**src/rtl/frame_push_pkg.sv**
```systemverilog
package frame_push_pkg;
    localparam int WORD_W    = 16;
    localparam int MAX_WORDS = 6;
    localparam int CNT_W     = $clog2(MAX_WORDS + 1);
    localparam int BASE_WORDS = 3;

    typedef logic [WORD_W-1:0] word_t;
    typedef logic [CNT_W-1:0]  cnt_t;

    typedef enum logic [1:0] {
        ST_IDLE,
        ST_PUSH,
        ST_DONE,
        ST_FAULT
    } seq_state_e;

    typedef struct packed {
        word_t                  seg;
        word_t                  top;
        cnt_t                   count;
        word_t [MAX_WORDS-1:0]  words;
    } frame_t;

    function automatic logic [WORD_W:0] frame_bytes(input cnt_t n);
        logic [WORD_W:0] wide;
        wide = {{(WORD_W + 1 - CNT_W){1'b0}}, n};
        return wide << 1;
    endfunction
endpackage

```
**src/rtl/frame_builder.sv**
```systemverilog
module frame_builder
    import frame_push_pkg::*;
(
    input  word_t  cur_ss,
    input  word_t  cur_sp,
    input  word_t  flags_in,
    input  word_t  cs_in,
    input  word_t  ip_in,
    input  logic   has_err,
    input  word_t  err_val,
    input  logic   priv_chg,
    input  word_t  new_ss,
    input  word_t  new_sp,
    output frame_t frame
);
    always_comb begin
        cnt_t n;
        frame       = '0;
        n           = '0;
        frame.seg   = priv_chg ? new_ss : cur_ss;
        frame.top   = priv_chg ? new_sp : cur_sp;
        if (priv_chg) begin
            frame.words[n] = cur_ss;
            n = n + 1'b1;
            frame.words[n] = cur_sp;
            n = n + 1'b1;
        end
        frame.words[n] = flags_in;
        n = n + 1'b1;
        frame.words[n] = cs_in;
        n = n + 1'b1;
        frame.words[n] = ip_in;
        n = n + 1'b1;
        if (has_err) begin
            frame.words[n] = err_val;
            n = n + 1'b1;
        end
        frame.count = n;
    end
endmodule

```
**src/rtl/room_check.sv**
```systemverilog
module room_check
    import frame_push_pkg::*;
(
    input  word_t top,
    input  word_t floor_off,
    input  cnt_t  count,
    output logic  fits
);
    logic [WORD_W:0] need;

    always_comb begin
        need = {1'b0, floor_off} + frame_bytes(count);
        fits = ({1'b0, top} >= need);
    end
endmodule

```
**src/rtl/push_fsm.sv**
```systemverilog
module push_fsm
    import frame_push_pkg::*;
(
    input  logic   clk,
    input  logic   rst,
    input  logic   start,
    input  frame_t frame_in,
    input  logic   fits_in,
    input  logic   ext_in,
    output logic   busy,
    output logic   wr_en,
    output word_t  wr_seg,
    output word_t  wr_off,
    output word_t  wr_data,
    output logic   done,
    output word_t  done_ss,
    output word_t  done_sp,
    output cnt_t   done_words,
    output logic   fault,
    output word_t  fault_code
);
    seq_state_e state;
    frame_t     frm;
    cnt_t       idx;
    word_t      off;
    logic       ext_q;

    always_ff @(posedge clk) begin
        if (rst) begin
            state <= ST_IDLE;
            frm   <= '0;
            idx   <= '0;
            off   <= '0;
            ext_q <= 1'b0;
        end else begin
            case (state)
                ST_IDLE: begin
                    if (start) begin
                        frm   <= frame_in;
                        idx   <= '0;
                        off   <= frame_in.top - word_t'(2);
                        ext_q <= ext_in;
                        state <= fits_in ? ST_PUSH : ST_FAULT;
                    end
                end
                ST_PUSH: begin
                    if (idx == frm.count - 1'b1) begin
                        state <= ST_DONE;
                    end else begin
                        idx <= idx + 1'b1;
                        off <= off - word_t'(2);
                    end
                end
                default: state <= ST_IDLE;
            endcase
        end
    end

    always_comb begin
        busy       = (state != ST_IDLE);
        wr_en      = (state == ST_PUSH);
        wr_seg     = frm.seg;
        wr_off     = off;
        wr_data    = frm.words[idx];
        done       = (state == ST_DONE);
        done_ss    = frm.seg;
        done_sp    = off;
        done_words = frm.count;
        fault      = (state == ST_FAULT);
        fault_code = fault ? {{(WORD_W - 1){1'b0}}, ext_q} : '0;
    end
endmodule

```
**src/rtl/frame_push_seq.sv**
```systemverilog
module frame_push_seq
    import frame_push_pkg::*;
(
    input  logic        clk,
    input  logic        rst,
    input  logic        start,
    input  logic [15:0] cur_ss,
    input  logic [15:0] cur_sp,
    input  logic [15:0] flags_in,
    input  logic [15:0] cs_in,
    input  logic [15:0] ip_in,
    input  logic        has_err,
    input  logic [15:0] err_val,
    input  logic        priv_chg,
    input  logic [15:0] new_ss,
    input  logic [15:0] new_sp,
    input  logic [15:0] stk_floor,
    input  logic        ext_evt,
    output logic        busy,
    output logic        wr_en,
    output logic [15:0] wr_seg,
    output logic [15:0] wr_off,
    output logic [15:0] wr_data,
    output logic        done,
    output logic [15:0] done_ss,
    output logic [15:0] done_sp,
    output logic [2:0]  done_words,
    output logic        fault,
    output logic [15:0] fault_code
);
    frame_t frame;
    logic   fits;

    frame_builder u_build (
        .cur_ss   (cur_ss),
        .cur_sp   (cur_sp),
        .flags_in (flags_in),
        .cs_in    (cs_in),
        .ip_in    (ip_in),
        .has_err  (has_err),
        .err_val  (err_val),
        .priv_chg (priv_chg),
        .new_ss   (new_ss),
        .new_sp   (new_sp),
        .frame    (frame)
    );

    room_check u_room (
        .top       (frame.top),
        .floor_off (stk_floor),
        .count     (frame.count),
        .fits      (fits)
    );

    push_fsm u_fsm (
        .clk        (clk),
        .rst        (rst),
        .start      (start),
        .frame_in   (frame),
        .fits_in    (fits),
        .ext_in     (ext_evt),
        .busy       (busy),
        .wr_en      (wr_en),
        .wr_seg     (wr_seg),
        .wr_off     (wr_off),
        .wr_data    (wr_data),
        .done       (done),
        .done_ss    (done_ss),
        .done_sp    (done_sp),
        .done_words (done_words),
        .fault      (fault),
        .fault_code (fault_code)
    );
endmodule

```
**config.mk**
```make
export PLATFORM = sky130hd
export DESIGN_NAME = frame_push_seq
export DESIGN_NICKNAME = d
export VERILOG_FILES = /design/src/rtl/frame_push_pkg.sv /design/src/rtl/frame_builder.sv /design/src/rtl/room_check.sv /design/src/rtl/push_fsm.sv /design/src/rtl/frame_push_seq.sv
export SDC_FILE = /design/constraint.sdc
export NUM_CORES = 1
export LEC_CHECK = 0
export BUFFER_PORTS_ARGS = -buffer_cell sky130_fd_sc_hd__buf_2
export CORE_MARGIN = 3
export CORE_UTILIZATION = 41
export DETAILED_ROUTE_END_ITERATION = 8
export PLACE_DENSITY = 0.66
export SLEW_MARGIN = 10
export SYNTH_ARGS = -nofsm -noshare
export SYNTH_HDL_FRONTEND = slang
export SYNTH_SLANG_ARGS = --single-unit
```
**constraint.sdc**
```tcl
create_clock -name clk -period 3.8 [get_ports clk]
set_clock_uncertainty 0.1 [all_clocks]
set_input_delay 0.19 -clock clk [delete_from_list [all_inputs] [get_ports clk]]
set_output_delay 0.19 -clock clk [all_outputs]
set_load 0.02 [all_outputs]
```
==> impl_metrics.toml <==
[status]
status = "complete, no violations"

[synthesis]
ys_seq_elements = 137
synth_area_leader_cell = "dfxtp_1"
ys_types = 53
syn_area_mm2 = 0.00802
ys.flop_type = "dfxtp_1"
synth_top_area_share_pct = 34.2
yosysSeqAreaShare_pct = 34.2
synth_area_leaders = "dfxtp_1, mux2i_1, a211oi_1"
synth_warnings = 0
synth_edf_count = 0
async_flop_share_pct = 0
syn_area_per_cell_um2 = 9.43
synth_cells = 851

[worst_hold_path]
hp-class = "in -> reg"

[power]
cellPowerDensity_mw_per_mm2 = 483
p_clk_share_pct = 36.7
comb_power_share_pct = 27.1
seq_power_share_pct = 36.1
switching_share_pct = 32.6
switchingPower_mw = 1.57
p_int_mw = 3.25
ir_worst_vdd_uv = 292
power.leakage_nw = 4.41

[floorplanning]
ios = 253
die_w_um = 146
die-area_mm2 = 0.0213
fp.dieH_um = 146
fp-row-count = 50
start_util_pct = 42.3
core-area_mm2 = 0.0190

[sta]
period_needed_ns = 3.31
rsz0062_at_grt = "false"
timing.fmax_ghz = 0.302
whs_ns = 0.0184
fin_crit_sh_pct = 87.1
finalSetupTns_ns = 0
setup_viol = 0
tightest_slew_ns = 1.09
relSlewSlack_pct = 27.1
hold_violations = 0
slew_viol_final = 0

[clock_network]
cts_tree = "built"
clock-sinks = 137
htreeDepth = 4
insertion_delay_ns = 0.42
hold_buffers = 43
post_cts_buffers = 0
cts_root_buf = "clkbuf_16"
clockBufferDepth = 2
cts.clk_slew.worst_paths_ns = 0.07
cts_resized = 0
cts_made_buffers = 17

[route]
vias = 6866
viasPerCell = 5.21
wl_per_cell_um = 17.4
first_pass_iters = 5
detailedRoute.firstIterationViolations = 470
drcViolationCount = 0
ant_nets = 0
wirelength_um = 22900

[global_route]
antenna_found_initial = 0
grt_first_pass_wirelength_um = 36500
overflow = 0
grt_max_degree = 105
grt_pass1_vias = 6661
grtUsageTotal_pct = 21.2

[place]
dp_hpwl_um = 16900
gp_congestion = 0.912
io_buffers = 237

[flow_run]
drv_cap = 0

[critical_path]
cp_max_fo = 4
worstSetupPathType = "in -> reg"
cp_data_arrival_time_ns = 3.58
critPathLaunchType = "input pin"
crit_path_end_kind = "flip-flop"
required_ns = 4.07

[final_layout]
area_growth_pct = 24.3
fillers = 1740
drive_gt1_share_pct = 31.4
nNetsFinal = 1219
ff_latch_area_mm2 = 0.00274
multi_input_area_mm2 = 0.00444
placed cells by master, fill, tap and decap left out, types with 2 or more instances in the layout:
master and count:
a211oi_1 82, a21o_1 2, a21oi_1 15, a221oi_1 15, a22o_1 31, a31oi_1 3, and3_1 4, buf_12 2
buf_2 235, buf_4 11, bufinv_16 4, clkbuf_16 17, clkinv_4 4, clkinvlp_4 4, conb_1 15, dfxtp_1 136
dlygate4sd3_1 43, ha_1 24, inv_1 27, mux2_2 14, mux2_4 3, mux2i_1 88, mux2i_2 7, mux4_2 16
nand2_1 13, nand2b_1 3, nand3_1 11, nand4_1 7, nor2_1 114, nor2b_1 6, nor3_1 22, nor4_2 2
o21ai_0 6, o22ai_1 16, xnor2_1 13, xor2_1 15
cell usage after synthesis, types with 6 or more instances:
| library cell | n |
|---|---|
| xor2_1 | 15 |
| mux4_2 | 16 |
| mux2_2 | 14 |
| a22o_1 | 31 |
| ha_1 | 24 |
| dfxtp_1 | 137 |
| buf_4 | 68 |
| nor2b_1 | 6 |
| buf_2 | 13 |
| a21oi_1 | 15 |
| inv_1 | 27 |
| a221oi_1 | 15 |
| a211oi_1 | 82 |
| xnor2_1 | 13 |
| nand2_1 | 13 |
| nor2_1 | 115 |
| clkbuf_1 | 43 |
| nor3_1 | 23 |
| mux2i_2 | 7 |
| o22ai_1 | 16 |
| nand4_1 | 7 |
| nand3_1 | 11 |
| o21ai_0 | 6 |
| mux2i_1 | 88 |
critical path: stages:
cell and delay, ns:
dlygate4sd3_1 0.52, buf_2 0.13, inv_1 0.09, ha_1 0.31, inv_1 0.07, fa_1 0.43
a21oi_1 0.20, nor2_1 0.11, nand2_1 0.11, nor2_1 0.06, xnor2_1 0.12, ha_1 0.28
nor2b_1 0.13, o21ai_0 0.16, a21oi_1 0.10, a2111oi_0 0.38, a21o_1 0.17
per-layer routing:
layer | routed length [µm] | vias to the layer above | track usage [%]
met5 | 0 | - | 0
li1 | - | 3424 | -
met1 | 10900 | 3181 | 29.6
met3 | 1390 | 21 | 4.45
met4 | 407 | 0 | 6.13
met2 | 10200 | 240 | 33.0
power groups by stage:
stage               clock network [mW]  registers (mW)  logic, mW
global placement                     0            1.76       1.26
global route                      1.87            1.77       1.44
detailed placement                   0            1.77       1.27
floorplan                            0            1.75       1.00
CTS                               1.80            1.74       1.31
finish                            1.77            1.74       1.31
final cells by class:
cell class	count	share of cell area, %
antenna	1	0.0251
tap	260	3.26
timing repair buffer	291	17.3
sequential	137	27.5
clock buffer	18	4.30
inverter	27	1.02
multi-input combinational	570	44.5
clock inverter	14	1.99
kinds of logic after synthesis:
logic type	synth area share [%]
muxes	19.2
xor gates and xnor gates	3.34
adders and majority gates	3.99
buffers and inverters	11.2
other	0.0467
and+or+nand+nor	11.4
DFF	34.2
AOI/OAI and AO/OA	16.6
registers in the layout, summed over array words and instances, names as in the netlist:
| signal | flops |
|---|---|
| u_fsm.done_sp | 16 |
| u_fsm.done_ss | 16 |
| u_fsm.done_words | 3 |
| u_fsm.ext_q | 1 |
| u_fsm.frm | 96 |
| u_fsm.idx | 3 |
| u_fsm.state | 2 |
per-stage QoR:
| step | cells | power (mW) | instance area, µm² | utilization [%] | setup slack (ns) |
|---|---|---|---|---|---|
| final | 1318 | 4.82 | 9970 | 52.6 | 0.489 |
| after global placement | 1242 | 3.02 | 8910 | 47.0 | 0.675 |
| after global routing | 1317 | 5.07 | 9970 | 52.6 | 0.165 |
| after CTS | 1317 | 4.86 | 9970 | 52.6 | 0.505 |
| after floorplan | 865 | 2.75 | 8080 | - | 0.763 |
| after detailed placement | 1242 | 3.04 | 8910 | 47.0 | 0.550 |
path summary, 6_finish.rpt:
| path | from | end | slack [ns] | depth (start not counted) |
|---|---|---|---|---|
| worst max-delay path | has_err | u_fsm.state[1] | 0.49 | 17 |
| worst min-delay path | flags_in[8] | u_fsm.frm[8] | 0.02 | 3 |
| worst max register to register | u_fsm.state[0] | u_fsm.done_sp[15] | 1.08 | 8 |
| worst min register to register | u_fsm.ext_q | u_fsm.ext_q | 0.36 | 2 |
No activity file was read; power rests on OpenSTA's default activity.
